<file path="src/rtl/irc_pkg.sv">
package irc_pkg;
  localparam int unsigned DEF_DATA_W = 32;
  localparam int unsigned DEF_CODE_W = 4;
  localparam int unsigned DEF_NUM_IN = 32;
  localparam int unsigned DEF_ADDR_W = 8;

  localparam int unsigned OFF_MASK = 'h00;
  localparam int unsigned OFF_STAT = 'h04;
  localparam int unsigned OFF_RT0  = 'h08;
  localparam int unsigned RT_STEP  = 4;
endpackage

</file>
<file path="src/rtl/irc_regfile.sv">
module irc_regfile
  import irc_pkg::*;
#(
  parameter int unsigned DATA_W = DEF_DATA_W,
  parameter int unsigned CODE_W = DEF_CODE_W,
  parameter int unsigned NUM_IN = DEF_NUM_IN,
  parameter int unsigned ADDR_W = DEF_ADDR_W,
  localparam int unsigned FIELDS = DATA_W / CODE_W,
  localparam int unsigned NUM_RT = NUM_IN / FIELDS
) (
  input  logic                           clk_i,
  input  logic                           rst_ni,
  input  logic                           we_i,
  input  logic [ADDR_W-1:0]              addr_i,
  input  logic [DATA_W-1:0]              wdata_i,
  input  logic [NUM_IN-1:0]              irq_i,
  output logic [DATA_W-1:0]              rdata_o,
  output logic [NUM_IN-1:0]              mask_o,
  output logic [NUM_RT-1:0][DATA_W-1:0]  route_o
);
  logic [DATA_W-1:0]             mask_q;
  logic [NUM_RT-1:0][DATA_W-1:0] rt_q;
  logic                          mask_hit, stat_hit;
  logic [NUM_RT-1:0]             rt_hit;

  assign mask_hit = (addr_i == ADDR_W'(OFF_MASK));
  assign stat_hit = (addr_i == ADDR_W'(OFF_STAT));

  always_ff @(posedge clk_i or negedge rst_ni) begin
    if (!rst_ni)                mask_q <= '0;
    else if (we_i && mask_hit)  mask_q <= wdata_i;
  end

  for (genvar r = 0; r < NUM_RT; r++) begin : g_rt
    assign rt_hit[r] = (addr_i == ADDR_W'(OFF_RT0 + RT_STEP * r));
    always_ff @(posedge clk_i or negedge rst_ni) begin
      if (!rst_ni)                 rt_q[r] <= '0;
      else if (we_i && rt_hit[r])  rt_q[r] <= wdata_i;
    end
  end

  // Hits are mutually exclusive; unmapped offsets fall through to zero.
  always_comb begin
    rdata_o = '0;
    if (mask_hit) rdata_o = mask_q;
    if (stat_hit) rdata_o = DATA_W'(irq_i);
    for (int r = 0; r < NUM_RT; r++) begin
      if (rt_hit[r]) rdata_o = rt_q[r];
    end
  end

  assign mask_o  = mask_q[NUM_IN-1:0];
  assign route_o = rt_q;
endmodule

</file>
<file path="src/rtl/irc_field_unpack.sv">
module irc_field_unpack
  import irc_pkg::*;
#(
  parameter int unsigned DATA_W = DEF_DATA_W,
  parameter int unsigned CODE_W = DEF_CODE_W,
  parameter int unsigned NUM_IN = DEF_NUM_IN,
  localparam int unsigned FIELDS = DATA_W / CODE_W,
  localparam int unsigned NUM_RT = NUM_IN / FIELDS
) (
  input  logic [NUM_RT-1:0][DATA_W-1:0]  route_i,
  output logic [NUM_IN-1:0][CODE_W-1:0]  code_o
);
  // Word order is reversed: the highest sources sit in the lowest word.
  for (genvar n = 0; n < NUM_IN; n++) begin : g_src
    localparam int unsigned WORD = NUM_RT - 1 - n / FIELDS;
    localparam int unsigned LSB  = (n % FIELDS) * CODE_W;
    assign code_o[n] = route_i[WORD][LSB +: CODE_W];
  end
endmodule

</file>
<file path="src/rtl/irc_out_merge.sv">
module irc_out_merge
  import irc_pkg::*;
#(
  parameter int unsigned CODE_W = DEF_CODE_W,
  parameter int unsigned NUM_IN = DEF_NUM_IN,
  localparam int unsigned NUM_OUT = (1 << CODE_W) - 1
) (
  input  logic                          clk_i,
  input  logic                          rst_ni,
  input  logic [NUM_IN-1:0]             irq_i,
  input  logic [NUM_IN-1:0]             mask_i,
  input  logic [NUM_IN-1:0][CODE_W-1:0] code_i,
  output logic [NUM_OUT-1:0]            irq_o
);
  logic [NUM_IN-1:0]  live;
  logic [NUM_OUT-1:0] hit_d, irq_q;

  assign live = irq_i & mask_i;

  // Code 0 matches no output line.
  for (genvar k = 0; k < NUM_OUT; k++) begin : g_out
    logic [NUM_IN-1:0] sel;
    for (genvar n = 0; n < NUM_IN; n++) begin : g_in
      assign sel[n] = (code_i[n] == CODE_W'(k + 1));
    end
    assign hit_d[k] = |(live & sel);
  end

  always_ff @(posedge clk_i or negedge rst_ni) begin
    if (!rst_ni) irq_q <= '0;
    else         irq_q <= hit_d;
  end

  assign irq_o = irq_q;
endmodule

</file>
<file path="src/rtl/lvl_irq_router.sv">
module lvl_irq_router
  import irc_pkg::*;
#(
  parameter int unsigned DATA_W = DEF_DATA_W,
  parameter int unsigned CODE_W = DEF_CODE_W,
  parameter int unsigned NUM_IN = DEF_NUM_IN,
  parameter int unsigned ADDR_W = DEF_ADDR_W,
  localparam int unsigned FIELDS  = DATA_W / CODE_W,
  localparam int unsigned NUM_RT  = NUM_IN / FIELDS,
  localparam int unsigned NUM_OUT = (1 << CODE_W) - 1
) (
  input  logic               clk_i,
  input  logic               rst_ni,
  input  logic               we_i,
  input  logic [ADDR_W-1:0]  addr_i,
  input  logic [DATA_W-1:0]  wdata_i,
  output logic [DATA_W-1:0]  rdata_o,
  input  logic [NUM_IN-1:0]  irq_i,
  output logic [NUM_OUT-1:0] irq_o
);
  logic [NUM_IN-1:0]             mask_w;
  logic [NUM_RT-1:0][DATA_W-1:0] route_w;
  logic [NUM_IN-1:0][CODE_W-1:0] code_w;

  irc_regfile #(
    .DATA_W(DATA_W), .CODE_W(CODE_W), .NUM_IN(NUM_IN), .ADDR_W(ADDR_W)
  ) u_regs (
    .clk_i   (clk_i),
    .rst_ni  (rst_ni),
    .we_i    (we_i),
    .addr_i  (addr_i),
    .wdata_i (wdata_i),
    .irq_i   (irq_i),
    .rdata_o (rdata_o),
    .mask_o  (mask_w),
    .route_o (route_w)
  );

  irc_field_unpack #(
    .DATA_W(DATA_W), .CODE_W(CODE_W), .NUM_IN(NUM_IN)
  ) u_unpack (
    .route_i (route_w),
    .code_o  (code_w)
  );

  irc_out_merge #(
    .CODE_W(CODE_W), .NUM_IN(NUM_IN)
  ) u_merge (
    .clk_i  (clk_i),
    .rst_ni (rst_ni),
    .irq_i  (irq_i),
    .mask_i (mask_w),
    .code_i (code_w),
    .irq_o  (irq_o)
  );
endmodule

</file>
<file path="config.mk">
export PLATFORM = sky130hd
export DESIGN_NAME = lvl_irq_router
export DESIGN_NICKNAME = d
export VERILOG_FILES = /design/src/rtl/irc_pkg.sv /design/src/rtl/irc_regfile.sv /design/src/rtl/irc_field_unpack.sv /design/src/rtl/irc_out_merge.sv /design/src/rtl/lvl_irq_router.sv
export SDC_FILE = /design/constraint.sdc
export NUM_CORES = 1
export LEC_CHECK = 0
export ABC_AREA = 1
export ABC_CLOCK_PERIOD_IN_PS = 4100
export BUFFER_PORTS_ARGS = -buffer_cell sky130_fd_sc_hd__buf_2
export CAP_MARGIN = 40
export CORE_ASPECT_RATIO = 1.5
export CORE_UTILIZATION = 40
export CTS_CLUSTER_SIZE = 28
export DETAILED_ROUTE_END_ITERATION = 8
export HOLD_SLACK_MARGIN = 0.15
export SLEW_MARGIN = 20
export SYNTH_ARGS = -nofsm -noshare
export SYNTH_HDL_FRONTEND = slang
export SYNTH_SLANG_ARGS = --single-unit
export TNS_END_PERCENT = 10
</file>
<file path="constraint.sdc">
create_clock -name clk_i -period 4.1 [get_ports clk_i]
set_clock_uncertainty 0.1 [all_clocks]
set_input_delay 1.025 -clock clk_i [delete_from_list [all_inputs] [get_ports clk_i]]
set_output_delay 1.025 -clock clk_i [all_outputs]
set_load 0.005 [all_outputs]
</file>
## Word level (Yosys, flattened, before mapping)

Cells that the tools add are included.

| storage, ports and cells | value |
|---|---|
| bits in registers | 175 |
| bits of input ports | 75 |
| output and inout port bits | 47 |

| operators by class | value |
|---|---|
| equal/unequal tests | 485 |
| mux-type cells | 6 |
| bitwise operators | 16 |
| reduce and logical (&&, ||, !) cells | 21 |

Operator list:

| operator | number |
|---|---|
| $eq A4 B4 Y1 const B | 256 |
| $and A32 B32 Y32 | 16 |
| $eq A4 B3 Y1 const B | 128 |
| $reduce_or A32 Y1 | 15 |
| $eq A4 B2 Y1 const B | 64 |
| $mux W32 | 6 |
| $eq A4 B1 Y1 const B | 32 |
| $eq A8 B4 Y1 const B | 2 |
| $eq A8 B5 Y1 const B | 2 |
| $eq A8 B3 Y1 const B | 1 |
| $logic_not A8 Y1 | 1 |
| $logic_and A1 B1 Y1 | 5 |

## Depth between registers and ports, before layout

Gate-level depths: netlist of run 1.

| logic depth | value |
|---|---|
| depth after elaboration | 7 |
| mapped depth | 10 |
| mapped depth without buffers | 10 |

## By module

From an unflattened synthesis of run 1, not the netlist that was laid out.

| second synthesis, totals | value |
|---|---|
| cells, all modules | 2,618 |
| area total of the unflattened synthesis | 14,639.0 µm² |

Modules (own cells, without submodules):

| module | times used | cells each | area an instance (µm²) | seq. area each (µm²) |
|---|---|---|---|---|
| irc_regfile | 1 | 956 | 7,484.7 | 4,003.8 |
| irc_out_merge | 1 | 1,534 | 6,193.4 | 375.4 |
| irc_field_unpack | 1 | 128 | 960.9 | 0.0 |

## Worst setup path before layout of run 1

No wires, ideal clock.

| path | value |
|---|---|
| path kind | input -> output |
| start point | input addr_i[0] |
| end point | output rdata_o[11] |
| arrival | 1,971 ps |
| required time | 2,975 ps |
| path slack | 1,004 ps |
| stages | 8 |
| path through | inv_1 > nand2_1 > nor2_2 > nand2_1 > inv_2 > clkbuf_1 > nand2_1 > nand4_1 |

| on the way | value |
|---|---|
| cells in the longest elaborated chain, start to end | 7 |
| elaborated cells on any way between the ends | 12 |

Ends and longest elaborated chain:

| item | line | RTL |
|---|---|---|
| start: declaration | lvl_irq_router.sv:15 | `input logic [ADDR_W-1:0] addr_i,` |
| $logic_not A8 Y1 | irc_regfile.sv:26 | `assign mask_hit = (addr_i == ADDR_W'(OFF_MASK));` |
| $mux W32 | irc_regfile.sv:45 | `if (mask_hit) rdata_o = mask_q;` |
| $mux W32 | irc_regfile.sv:46 | `if (stat_hit) rdata_o = DATA_W'(irq_i);` |
| $mux W32 (3 in series) | irc_regfile.sv:48 | `if (rt_hit[r]) rdata_o = rt_q[r];` |
| $mux W32 * | irc_regfile.sv:48 |  |
| end: declaration | lvl_irq_router.sv:17 | `output logic [DATA_W-1:0] rdata_o,` |

Every way passes the cells marked *; elsewhere a longest branch is shown, timed or not.

## Worst setup path after layout of run 1

| path | value |
|---|---|
| start point | input addr_i[7] |
| end point | output rdata_o[4] |

Same word-level chain as after synthesis.

==> flow_summary.toml, run 1 <==
[synth]
ys_seq_area_share_pct = 32.34
ys_seq_elements = 175
yosys_warnings = 0
synthAdderAreaFrac_pct = 0
synth_simple_gate_area_share_pct = 51.18
muxShareOfSynthArea_pct = 0
syn-cell-area_um2 = 13540
synth_top_family_by_area = "simple AND/OR/NAND/NOR gates"
syn-num-nets = 2441
syn_inst = 2366
ys_types = 27
synth_compound_area_share_pct = 7.142
synth_xor_area_share_pct = 0
syn_area_per_cell_um2 = 5.723

[sta]
worstMarginPinSlew_ns = 0.8515
final-max-slew-violation-count = 0
rsz0062_at_grt = "no"
setup_viol = 0
hold_viol = 0
min_period_ns = 3.849
slew_headroom_pct = 43.23
max_freq_mhz = 259.8
timing.final.crit_share_pct = 93.87
fin_tns_setup_ns = 0

[critical_path]
crit_fanout = 19
critPathRequiredTime_ns = 2.97
start_kind = "input pin"
cp-end-kind = "primary output"
reg2reg_depth = 8
reg2reg_to = "u_merge.irq_o[13]"
r2r_setup_slack_ns = 1.79
rr_startpoint = "u_regs.mask_o[3]"
worstSetupPathType = "in2out"
critPathArrivalTime_ns = 2.72

[drt]
dr.pass1.iters = 9
drtAntennaViolNets = 0
routedWlPerCell_um = 23.40
drc_errors = 11
num_vias = 15950
drt-initial-drc-count = 1562
vias_per_cell = 5.486
wl_mm = 68.04

[placement]
place_hpwl_mm = 56.83
place_congestion = 1.063
io_buffers = 121
place_inst = 2877

[die]
initial_core_util_pct = 40.61
rows = 82
coreArea_um2 = 33340
die_x_um = 152.2
io_pins = 122
die_area_um2 = 34610
fp.dieH_um = 227.3

[clock_tree]
cts_tree = "yes"
clk-insertion-delay-late_ns = 0.47
cts_setup_buffers = 0
clock_sinks = 175
cts_buffers = 17
clk_pin_slew_ns = 0.07
cts_root_buffer = "clkbuf_16"
post_cts_resize_count = 0
holdBufCountCts = 0
clockBufferDepth = 2
htree_levels = 4

[cells_and_area]
nets = 2551
fin_cells = 2908
utilization_pct = 45.70
antennaDiodeCount = 0
syn2layout_area_growth_pct = 12.54
final_common_cell = "nand2_1"
num-fill-cells = 3699
mostFrequentLayoutCells = "nand2_1, nor2_1, inv_1"
layout-drive-gt1-share_pct = 9.445

[global_routing]
grt_use_total_pct = 39.70
grt_max_degree = 73
overflow = 0
antenna_found_initial = 0
grt_pass1_vias = 14780
grt_pass1_wl_mm = 97.85

[min_path]
hp-class = "reg2reg"
min-delay-start = "u_regs.mask_o[11]"
hold_end = "u_regs.mask_o[11]"
whs_path_depth = 2

[pwr]
power_density_nw_per_um2 = 275.9
total_leakage_power_nw = 8.638
ir_drop_uv = 216.1

[status]
status = "finished with violations"
violations = "design-rule violations"

[run]
cap_violations = 0
through the flow:
| stage | worst slack, ns | instance area (µm²) | power, mW | hold slack [ns] |
|---|---|---|---|---|
| after floorplan | 1.004 | 13540 | 2.211 | 0.3804 |
| after global placement | 0.3587 | 14650 | 2.499 | 0.3942 |
| after detailed placement | 0.3138 | 14650 | 2.509 | 0.4042 |
| after CTS | 0.3115 | 15240 | 4.210 | 0.4226 |
| after global routing | 0.1622 | 15240 | 4.332 | 0.4510 |
| final | 0.2514 | 15240 | 4.205 | 0.4239 |
flip-flops by register name (all words and copies together) (netlist names):
signal,cells
u_regs.route_o,128
u_regs.mask_o,32
u_merge.irq_o,15
kinds of logic after synthesis:
family	after synthesis
buffers and inverters	318
AO/OA/AOI/OAI	169
AND/OR/NAND/NOR	1704
flip-flops	175
worst max-delay path, cell delays in order:
cell and delay, ns:
buf_2 0.10, nor2_2 0.15, nand2_2 0.11, clkinv_2 0.27, nand4_2 0.32, buf_4 0.35
nor2_1 0.13, nor2_1 0.06, nand4_1 0.06, buf_2 0.12
final cells by class:
cell class                 instances  area (µm²)  share of cell area (%)
inverter                         266       999.7                   6.560
clock buffer                      17       425.4                   2.791
clock inverter                    14       168.9                   1.108
tap                              420       525.5                   3.448
multi-input combinational       1873        7914                   51.93
sequential                       175        4379                   28.74
timing repair buffer             143       827.0                   5.427
per-layer routing:
metal  share of wire, %  wire length, µm  up-vias  track usage (%)
met2                 48            32760      748            69.35
met4                7.0             4760        0            25.71
li1                   -                -     7640                -
met1                 39            26740     7386            46.58
met5                  0                0        -                0
met3                5.6             3779      179            4.283
Yosys cell counts:
library cell  instances  area [µm²]
nor2_1              359        1348
inv_2                15       56.30
nand2_2               1       6.260
buf_6                 7       78.83
nor2_2                6       37.54
clkinv_1              1       3.750
or2_1                 1       6.260
o21ai_1              99       495.5
o21ai_2              31       271.5
nand4_1              31       193.9
o21ai_0              36       180.2
buf_1                 3       11.26
inv_1               249       934.7
nor2_4                1       11.26
nand4_2               1       12.51
buf_2                14       70.07
nor3_1               92       460.4
dfrtp_1             175        4379
nand3_1             234        1171
nor3b_1               1       7.510
nor4_2                1       12.51
o22ai_1               1       6.260
nand2_1             976        3664
clkbuf_1             28       105.1
a21oi_1               1       5.000
o2111ai_1             1       8.760
clkinv_2              1       5.000
where the power goes:
group | internal (mW) | switching, mW | total (mW)
Combinational | 0.131 | 0.383 | 0.514
Sequential | 1.81 | 0.164 | 1.98
Clock | 0.869 | 0.844 | 1.71
worst max path at each step:
stage	end	depth (start not counted)	slack (ns)	startpoint
floorplan	rdata_o[11]	8	1.00	addr_i[0]
global placement	rdata_o[8]	10	0.36	addr_i[7]
detailed placement	rdata_o[5]	10	0.31	addr_i[7]
CTS	rdata_o[5]	10	0.31	addr_i[7]
global route	rdata_o[8]	10	0.16	addr_i[7]
finish	rdata_o[4]	10	0.25	addr_i[7]
No activity file was read; power rests on OpenSTA's default activity.
==> run 2, diff against run 1 <==
--- a/config.mk
+++ b/config.mk
@@ -11,7 +11,7 @@
 export CAP_MARGIN = 40
 export CORE_ASPECT_RATIO = 1.5
 export CORE_UTILIZATION = 40
-export CTS_CLUSTER_SIZE = 28
+export CTS_BUF_LIST = sky130_fd_sc_hd__clkbuf_8
 export DETAILED_ROUTE_END_ITERATION = 8
 export HOLD_SLACK_MARGIN = 0.15
 export SLEW_MARGIN = 20
==> flow_summary.toml, run 2 (synthesis gave the netlist of run 1 again) <==
[critical_path]
start_kind = "input pin"
critPathArrivalTime_ns = 2.71
worstSetupPathType = "in2out"
r2r_setup_slack_ns = 1.79
crit_fanout = 19
critPathRequiredTime_ns = 2.97
cp-end-kind = "primary output"

[cells_and_area]
mostFrequentLayoutCells = "nand2_1, nor2_1, inv_1"
largest_register_ffs = 128
antennaDiodeCount = 0
multi_input_area_um2 = 7914
utilization_pct = 45.13
nets = 2551
syn2layout_area_growth_pct = 11.12
final_common_cell = "nand2_1"
num-fill-cells = 3730
layout-drive-gt1-share_pct = 9.445
seq_area_um2 = 4379

[clock_tree]
cts_tree = "yes"
htree_levels = 4
clockBufferDepth = 2
post_cts_resize_count = 0
cts_setup_buffers = 0
holdBufCountCts = 0
cts_buffers = 17
cts_root_buffer = "clkbuf_8"
clk_pin_slew_ns = 0.11
clk-insertion-delay-late_ns = 0.53
clock_sinks = 175

[die]
io_pins = 122
fp.dieH_um = 227.3
die_area_um2 = 34610
coreArea_um2 = 33340
rows = 82
die_x_um = 152.2
initial_core_util_pct = 40.61

[drt]
drt-initial-drc-count = 1520
num_vias = 15920
drc_errors = 11
drtAntennaViolNets = 0
wl_mm = 67.90
vias_per_cell = 5.474
routedWlPerCell_um = 23.35
dr.pass1.iters = 8

[placement]
place_congestion = 1.063
place_hpwl_mm = 56.83
dpl_worst_slack_ns = 0.3138
io_buffers = 121

[pwr]
power.total_mw = 3.794
ir_drop_uv = 172.6
total_leakage_power_nw = 8.551
power_density_nw_per_um2 = 252.1

[sta]
hold_viol = 0
timing.hold.ws_ns = 0.3911
min_period_ns = 3.833
timing.final.crit_share_pct = 93.50
slew_headroom_pct = 44.52
final-max-slew-violation-count = 0
fin_tns_setup_ns = 0
rsz0062_at_grt = "no"
worstMarginPinSlew_ns = 0.8322
setup_viol = 0
setup_ws_ns = 0.2665
max_freq_mhz = 260.9

[global_routing]
grt_use_total_pct = 39.70
antenna_found_initial = 0
grt_max_degree = 73
grt_pass1_vias = 14730
grt_pass1_wl_mm = 97.68
overflow = 0

[status]
status = "finished with violations"
violations = "design-rule violations"

[min_path]
hp-class = "in2async"

[run]
cap_violations = 0
==> run 2: cell counts in the layout (fill, tap and decap cells not counted) <==
Identical to the previous run, type by type.
==> run 2: worst paths after layout <==
path,start,end,cells past startpoint
worst min-delay path,rst_ni,u_regs.route_o[52],1
worst max register to register,u_regs.mask_o[3],u_merge.irq_o[13],8
max in group asynchronous,rst_ni,u_regs.route_o[41],2
worst max-delay path,addr_i[5],rdata_o[4],10
worst min register to register,u_regs.mask_o[4],u_regs.mask_o[4],2
min in group clk_i,u_regs.mask_o[4],u_regs.mask_o[4],2
==> run 2: report_power, final <==
group          leakage [nW]  internal (mW)  switching, mW
Clock                 0.204          0.511          0.793
Sequential             2.27           1.81          0.163
Combinational          6.07          0.131          0.382
Total                  8.55           2.46           1.34
==> run 2: area by class of cell <==
type | count | share of cell area [%]
flip-flops and latches | 175 | 29.10
inverters | 266 | 6.643
well taps | 420 | 3.492
clock inverters | 14 | 1.122
repair buffers | 143 | 5.496
clock buffers | 17 | 1.555
multi-input cells | 1873 | 52.59
==> run 2: worst max-delay path: stages <==
cell and delay [ns]:
buf_2 0.09, nor2_2 0.04, nand2_2 0.11, clkinv_2 0.31
nand4_2 0.32, buf_4 0.36, nor2_1 0.08, nor2_1 0.11
nand4_1 0.08, buf_2 0.14
==> run 2: routing by layer <==
layer  up-vias  GRT usage [%]  part of all wire, %
met5         -              0                    0
met3       184          4.550                  5.8
li1       7634              -                    -
met4         0          26.23                  7.2
met2       736          69.14                   48
met1      7365          46.39                   39
==> run 2: metrics by stage <==
step / cell area [µm²] / std cells
floorplan: 13540 / 2366
global placement: 14650 / 2877
detailed placement: 14650 / 2877
CTS: 15050 / 2908
global route: 15050 / 2908
finish: 15050 / 2908
